===== src/rtl/tod_pkg.sv =====
// Package: shared widths and types for the time-of-day keeper.
// Assumes a 24-hour day of 60-minute hours.
package tod_pkg;
    localparam int MIN_W        = 6;
    localparam int HR_W         = 5;
    localparam int MINS_PER_HR  = 60;
    localparam int HRS_PER_DAY  = 24;
    localparam int NUM_STROBES  = 2;

    typedef logic [MIN_W-1:0] minute_t;
    typedef logic [HR_W-1:0]  hour_t;
endpackage


===== src/rtl/tod_prescaler.sv =====
// Module: tod_prescaler
// Counts clock cycles within one minute and flags the final cycle.
// Assumes TICKS_PER_MIN >= 2. Reset is synchronous and active low.
module tod_prescaler #(
    parameter int TICKS_PER_MIN = 7200
) (
    input  logic clk,
    input  logic rst_n,
    output logic minute_adv_o
);
    localparam int CNT_W    = $clog2(TICKS_PER_MIN + 1);
    localparam int LAST_CNT = TICKS_PER_MIN - 1;

    logic [CNT_W-1:0] cnt_q;

    // Flag the last cycle of the minute.
    always_comb minute_adv_o = (cnt_q == CNT_W'(LAST_CNT));

    // Step the cycle count, restarting at each minute boundary.
    always_ff @(posedge clk) begin
        if (!rst_n)
            cnt_q <= '0;
        else if (minute_adv_o)
            cnt_q <= '0;
        else
            cnt_q <= cnt_q + 1'b1;
    end

    assert_cnt_in_range_R2: assert property (@(posedge clk) disable iff (!rst_n)
        cnt_q < CNT_W'(TICKS_PER_MIN));

    assert_cnt_restart_R2: assert property (@(posedge clk) disable iff (!rst_n)
        minute_adv_o |=> (cnt_q == '0));
endmodule


===== src/rtl/tod_clock_counter.sv =====
// Module: tod_clock_counter
// Keeps minutes and hours. Both advance on the prescaler's minute flag.
// Assumes a single-cycle advance pulse. Reset is synchronous and active low.
module tod_clock_counter
    import tod_pkg::*;
(
    input  logic    clk,
    input  logic    rst_n,
    input  logic    minute_adv_i,
    output minute_t minute_o,
    output hour_t   hour_o
);
    localparam minute_t LAST_MIN = minute_t'(MINS_PER_HR - 1);
    localparam hour_t   LAST_HR  = hour_t'(HRS_PER_DAY - 1);

    minute_t min_q;
    hour_t   hr_q;

    // Advance minutes, carry into hours, wrap at end of day.
    always_ff @(posedge clk) begin
        if (!rst_n) begin
            min_q <= '0;
            hr_q  <= '0;
        end else if (minute_adv_i) begin
            if (min_q == LAST_MIN) begin
                min_q <= '0;
                hr_q  <= (hr_q == LAST_HR) ? '0 : hr_q + 1'b1;
            end else begin
                min_q <= min_q + 1'b1;
            end
        end
    end

    assign minute_o = min_q;
    assign hour_o   = hr_q;

    assert_min_range_R3: assert property (@(posedge clk) disable iff (!rst_n)
        min_q <= LAST_MIN);

    assert_hr_range_R4: assert property (@(posedge clk) disable iff (!rst_n)
        hr_q <= LAST_HR);

    assert_hold_between_R2: assert property (@(posedge clk) disable iff (!rst_n)
        !minute_adv_i |=> ($stable(min_q) && $stable(hr_q)));

    assert_hour_carry_R3: assert property (@(posedge clk) disable iff (!rst_n)
        (minute_adv_i && min_q == LAST_MIN && hr_q != LAST_HR)
        |=> (min_q == '0 && hr_q == $past(hr_q) + 1'b1));

    assert_day_wrap_R4: assert property (@(posedge clk) disable iff (!rst_n)
        (minute_adv_i && min_q == LAST_MIN && hr_q == LAST_HR)
        |=> (min_q == '0 && hr_q == '0));
endmodule


===== src/rtl/tod_sched_strobe.sv =====
// Module: tod_sched_strobe
// Raises a one-cycle strobe on the cycle the time first shows TRIG_HOUR:00.
// It watches for the last minute of the previous hour and a minute advance.
// Assumes TRIG_HOUR is in 0..23. Reset is synchronous and active low.
module tod_sched_strobe
    import tod_pkg::*;
#(
    parameter int TRIG_HOUR = 9
) (
    input  logic    clk,
    input  logic    rst_n,
    input  logic    minute_adv_i,
    input  minute_t minute_i,
    input  hour_t   hour_i,
    output logic    strobe_o
);
    localparam int    PREV_HOUR_I = (TRIG_HOUR == 0) ? HRS_PER_DAY - 1 : TRIG_HOUR - 1;
    localparam hour_t PREV_HOUR   = hour_t'(PREV_HOUR_I);
    localparam minute_t LAST_MIN  = minute_t'(MINS_PER_HR - 1);

    logic stb_q;

    // Register the strobe alongside the edge that enters the trigger hour.
    always_ff @(posedge clk) begin
        if (!rst_n)
            stb_q <= 1'b0;
        else
            stb_q <= minute_adv_i && (minute_i == LAST_MIN) && (hour_i == PREV_HOUR);
    end

    assign strobe_o = stb_q;

    assert_single_cycle_R7: assert property (@(posedge clk) disable iff (!rst_n)
        stb_q |=> !stb_q);
endmodule


===== src/rtl/tod_keeper.sv =====
// Module: tod_keeper (top)
// 24-hour time keeper with two schedule strobes.
// Assumes TICKS_PER_MIN >= 2 and trigger hours in 0..23.
// Reset is synchronous and active low.
module tod_keeper
    import tod_pkg::*;
#(
    parameter int TICKS_PER_MIN = 7200,
    parameter int TRIG_HOUR_A   = 9,
    parameter int TRIG_HOUR_B   = 19
) (
    input  logic       clk,
    input  logic       rst_n,
    output logic [5:0] minute_o,
    output logic [4:0] hour_o,
    output logic       sched_a_o,
    output logic       sched_b_o
);
    logic    minute_adv;
    minute_t min_w;
    hour_t   hr_w;
    logic [NUM_STROBES-1:0] stb_w;

    tod_prescaler #(.TICKS_PER_MIN(TICKS_PER_MIN)) u_presc (
        .clk          (clk),
        .rst_n        (rst_n),
        .minute_adv_o (minute_adv)
    );

    tod_clock_counter u_count (
        .clk          (clk),
        .rst_n        (rst_n),
        .minute_adv_i (minute_adv),
        .minute_o     (min_w),
        .hour_o       (hr_w)
    );

    // One strobe generator for each trigger hour.
    for (genvar g = 0; g < NUM_STROBES; g++) begin : g_strobe
        localparam int TRIG = (g == 0) ? TRIG_HOUR_A : TRIG_HOUR_B;
        tod_sched_strobe #(.TRIG_HOUR(TRIG)) u_stb (
            .clk          (clk),
            .rst_n        (rst_n),
            .minute_adv_i (minute_adv),
            .minute_i     (min_w),
            .hour_i       (hr_w),
            .strobe_o     (stb_w[g])
        );
    end

    assign minute_o  = min_w;
    assign hour_o    = hr_w;
    assign sched_a_o = stb_w[0];
    assign sched_b_o = stb_w[1];

    assert_stb_a_time_R5: assert property (@(posedge clk) disable iff (!rst_n)
        sched_a_o |-> (min_w == '0 && hr_w == hour_t'(TRIG_HOUR_A)));

    assert_stb_b_time_R6: assert property (@(posedge clk) disable iff (!rst_n)
        sched_b_o |-> (min_w == '0 && hr_w == hour_t'(TRIG_HOUR_B)));

    assert_stb_needs_change_R7: assert property (@(posedge clk) disable iff (!rst_n)
        (sched_a_o || sched_b_o) |-> !$stable(hr_w));
endmodule


===== config.mk =====
export PLATFORM = sky130hd
export DESIGN_NAME = tod_keeper
export DESIGN_NICKNAME = d
export VERILOG_FILES = /design/src/rtl/tod_pkg.sv /design/src/rtl/tod_prescaler.sv /design/src/rtl/tod_clock_counter.sv /design/src/rtl/tod_sched_strobe.sv /design/src/rtl/tod_keeper.sv
export SDC_FILE = /design/constraint.sdc
export NUM_CORES = 1
export LEC_CHECK = 0
export ABC_AREA = 1
export CAP_MARGIN = 25
export CORE_UTILIZATION = 50
export CTS_CLUSTER_DIAMETER = 80
export DETAILED_ROUTE_END_ITERATION = 7
export PLACE_DENSITY = 0.7
export SYNTH_ARGS = -nofsm -noshare
export SYNTH_HDL_FRONTEND = slang
export SYNTH_SLANG_ARGS = --single-unit

===== constraint.sdc =====
create_clock -name clk -period 2.1 [get_ports clk]
set_clock_uncertainty 0.1 [all_clocks]
set_input_delay 0.63 -clock clk [delete_from_list [all_inputs] [get_ports clk]]
set_output_delay 0.63 -clock clk [all_outputs]
set_load 0.01 [all_outputs]

# Word-level counts from Yosys, hierarchy flattened
# Index checks and enable logic that the tools add are counted.
[totals] inputBits=2 output_inout_bits=13 word_cells=21 ff_bits=26
[op_classes] n_mux=2 n_eq_ne=5 bitwise=1 n_addsub=3 n_reduce_logical=5
[ops] cell="$add A13 B1 Y13 const B" count=1
[ops] cell="$eq A13 B13 Y1 const B" count=1
[ops] cell="$eq A5 B5 Y1 const B" count=2
[ops] cell="$add A6 B1 Y6 const B" count=1
[ops] cell="$eq A6 B6 Y1 const B" count=1
[ops] cell="$mux W6" count=1
[ops] cell="$add A5 B1 Y5 const B" count=1
[ops] cell="$eq A5 B4 Y1 const B" count=1
[ops] cell="$mux W5" count=1
[ops] cell="$logic_and A1 B1 Y1" count=3
[ops] cell="$reduce_and A2 Y1" count=1
[ops] cell="$reduce_or A2 Y1" count=1
[ops] cell="$not A1 Y1" count=1

# Logic depth before layout (Yosys ltp)
[depth] word_depth=3 mapped_depth=8 depth_no_buf=8

# Hierarchy
# Synthesis repeated with hierarchy kept, for this count alone.
[unflattened] cells_unflattened=209 area_unflattened_um2=1450.1
[modules_own_cells] mod="tod_prescaler" n_inst=1 cells_each=92 area_each_um2=699.4 seq_area_each_um2=260.2
[modules_own_cells] mod="tod_clock_counter" n_inst=1 cells_each=80 area_each_um2=571.8 seq_area_each_um2=220.2
[modules_own_cells] mod="tod_sched_strobe (g_strobe[0].u_stb)" n_inst=1 cells_each=19 area_each_um2=91.3 seq_area_each_um2=20.0
[modules_own_cells] mod="tod_sched_strobe (g_strobe[1].u_stb)" n_inst=1 cells_each=18 area_each_um2=87.6 seq_area_each_um2=20.0

# Least setup slack after synthesis
# Ideal clock, no wire load.
[synth_timing] path_kind="reg-to-reg" start="register u_count.min_q[0], in the netlist u_count.minute_o[0]" end="register u_count.hr_q[2], in the netlist u_count.hour_o[2]" n_path_buf=0 t_required_ps=1885 arrival_time_ps=1246 setup_time_ps=115 period_less_slack_ps=1462 stages_incl_launch_ff=7 slack_ps=638 cell_sequence="dfxtp_1 -> ha_1 -> nand2_1 -> nor2_4 -> nand3_2 -> o21bai_1 -> nor2_1"
[synth_between] elab_chain_len=2
[synth_rtl] element="start: declaration" line_no="tod_clock_counter.sv:16" text="minute_t min_q;"
[synth_rtl] element="start signal: assignment" line_no="tod_clock_counter.sv:29" text="min_q <= min_q + 1'b1;"
[synth_rtl] element="$eq A6 B6 Y1" line_no="tod_clock_counter.sv:25" text="if (min_q == LAST_MIN) begin"
[synth_rtl] element="$reduce_and A2 Y1 (no line)"
[synth_rtl] element="end signal: assignment" line_no="tod_clock_counter.sv:27" text="hr_q <= (hr_q == LAST_HR) ? '0 : hr_q + 1'b1;"
[synth_rtl] element="end: declaration" line_no="tod_clock_counter.sv:17" text="hour_t hr_q;"
# No other way between the ends.
# A chain may end at the register's enable or synchronous reset.

# Worst setup path after layout
[layout_timing] start="register u_count.min_q[5], in the netlist u_count.minute_o[5]" end="output port minute_o[5]"
[layout_rtl] element="end: declaration" line_no="tod_keeper.sv:14" text="output logic [5:0] minute_o,"
# No word-level cell between the ends.

==> impl_metrics.tcl <==
set metrics [dict create \
    area_delta_synth_final_pct 14.5 \
    via_count 1278 \
    num_rows 19 \
    grtUsageTotal_pct 18.9 \
    status "finished clean" \
    maxCapViolCount 0 \
    nets 222 \
    cp.arrival_ns 1.30 \
    fin_cells 245 \
    design_area_um2 1670 \
    cts_buffers 3 \
    die_w_um 56.1 \
    ant_nets 0 \
    finalCritPeriodShare_pct 96.9 \
    slew_viol_final 0 \
    gp_congestion 0.813 \
    clock_latency_ns 0.32 \
    antenna_found_initial 0 \
    yosysTopAreaCell "dfxtp_1" \
    cpPeakStageDelay_ns 0.56 \
    htreeDepth 1 \
    max-vdd-ir-drop_v 0.000411 \
    leakagePower_nw 0.598 \
    clkSinkCount 26 \
    p_int_mw 0.613 \
    grt_max_degree 15 \
    whs_ns 0.373 \
    setup-tns-final_ns 0 \
    syn_area_um2 1460 \
    critPathBufInv 1 \
    worstPathCellList "clkdlybuf4s50_1" \
    clk_pin_slew_ns 0.14 \
    totalWireLength_um 2790 \
    relSlewSlack_pct 81.6 \
    fillCellCount 270 \
    p_clk_share_pct 32.2 \
    start_util_pct 53.0 \
    rsz0062_at_grt "false" \
    hp-class "flop to flop" \
    synth_top_area_share_pct 35.6 \
    fmax_ghz 0.491 \
    synth-edff-count 0 \
    yosysSeqAreaShare_pct 35.6 \
    synth_seq_cells 26 \
    grt_pass1_vias 1234 \
    syn-num-nets 203 \
    antenna_cells 0 \
    slowest_stage "clkdlybuf4s50_1" \
    end_kind "output port" \
    netlist_top_cells_count "42 x nand2_1, 26 x dfxtp_1, 23 x inv_1, 18 x nand3_1, 17 x nor2_1" \
    synthDistinctLibCells 28 \
    avgSynthCellArea_um2 7.46 \
    path_delay_family "buffers and inverters" \
    ctsResizeCount 0 \
    dpl.cell_count 241 \
    hold_viol 0 \
    yosysMostFrequentCell "nand2_1" \
    crit_required_ns 1.37 \
    vias_per_cell 5.22 \
    clock_path_buffers 2 \
    die_h_um 56.1 \
    cts_tree "done" \
    remaining_drc_errors 0 \
    cp_max_fo 5 \
    postCtsSetupBuffers 0 \
    finalSetupViolCount 0 \
    wire_per_inst_um 11.4 \
    grt_overflow 0 \
    ys.flop_type "dfxtp_1" \
    dp_hpwl_um 2190 \
    first_iter_violations 35 \
    synth_area_leaders "dfxtp_1 36%, nand2_1 11%, nand3_1 6.2%" \
    dr.pass1.iters 4 \
    p_comb_share_pct 3.4 \
    swShare_pct 21.3 \
    period_minus_slack_ns 2.03 \
    yosysWarnings 0 \
    seqPwrFrac_pct 64.4 \
    ios 15 \
    tightest_slew_ns 0.274 \
    clock-root-buffer "clkbuf_4" \
    power_density_nw_per_um2 465 \
    ctsHoldBuffers 0 \
    async_flop_share_pct 0 \
    dieArea_um2 3150 \
    dpl_cell_area_um2 1630 \
    core_um2 2760 \
    power.switching_mw 0.166 \
    worstSetupPathType "flop to output port" \
    portBuffers 14 \
    synthCells 196 \
    grt_pass1_wl_um 4870 \
    layout-drive-gt1-share_pct 20.1 \
    worstSetupStartpointType "flop" \
]
==> path summary, 6_finish.rpt <==
| kind | start | cells after the start | to | slack, ns |
|---|---|---|---|---|
| setup reg to reg | u_presc.cnt_q[0] | 6 | u_presc.cnt_q[9] | 0.49 |
| setup / recovery | u_count.minute_o[5] | 1 | minute_o[5] | 0.07 |
| hold reg to reg | u_presc.cnt_q[0] | 1 | u_presc.cnt_q[0] | 0.37 |
| hold / removal | u_presc.cnt_q[0] | 1 | u_presc.cnt_q[0] | 0.37 |
==> registers in the layout, summed over array words and instances, names as in the netlist <==
register and flops:
u_presc.cnt_q 13, u_count.minute_o 6, u_count.hour_o 5, g_strobe.u_stb.strobe_o 2
==> layer usage <==
| layer | vias up | track usage [%] | part of all wire (%) |
|---|---|---|---|
| li1 | 672 | - | - |
| met1 | 579 | 21.4 | 46 |
| met2 | 25 | 34.7 | 50 |
| met3 | 2 | 5.58 | 3.6 |
| met4 | 0 | 4.53 | 0.68 |
| met5 | - | 0 | 0 |
==> cell families (layout without fill, tap and decap cells) <==
kind of cell / Yosys count / in the layout / synth area share [%]
simple gates: 114 / 114 / 40.6
buf+inv: 27 / 45 / 8.30
flops: 26 / 26 / 35.6
compound gates: 20 / 20 / 8.81
fa+ha+maj: 5 / 5 / 4.28
xor+xnor: 4 / 4 / 2.40
==> power groups by stage <==
stage                     sequential, mW  clock [mW]  combinational (mW)
final                              0.502       0.251              0.0263
after global routing               0.503       0.284              0.0297
after CTS                          0.502       0.261              0.0268
after detailed placement           0.513           0              0.0268
after global placement             0.512           0              0.0256
after floorplan                    0.512           0              0.0252
==> worst register-to-register path, stage by stage (launching register included) <==
cell	delay [ns]
dfxtp_1	0.39
ha_1	0.22
nand3_1	0.21
nor2_2	0.20
nand2_4	0.10
nand2_4	0.19
nor3_1	0.09
==> stage by stage <==
stage	power, mW	setup WS [ns]	utilization, %
2_1_floorplan	0.537	0.638	-
3_3_place_gp	0.538	0.327	59.1
3_5_place_dp	0.540	0.316	59.1
4_1_cts	0.790	0.00310	60.4
5_1_grt	0.817	0.00677	60.7
6_report	0.779	0.0652	60.7
==> cell usage in the layout, fill, tap and decap left out, drive strengths merged, types with 2 or more instances in the layout <==
cell and instances:
o21ai 3, dfxtp 26, clkdlybuf4s50 14, nand3 21, nor2 28, ha 5
inv 25, nor3 6, xor2 2, nand4 10, clkbuf 4, xnor2 2
nand2 46, a21oi 16, buf 2
==> area by class of cell <==
| cell class | instances | area (µm²) | area share (%) |
|---|---|---|---|
| multi-input cells | 143 | 821 | 49.0 |
| clock buffers | 4 | 36.3 | 2.17 |
| repair buffers | 16 | 155 | 9.27 |
| inverters | 25 | 93.8 | 5.61 |
| well taps | 31 | 38.8 | 2.32 |
| flip-flops and latches | 26 | 529 | 31.6 |
No activity file was read; power rests on OpenSTA's default activity.
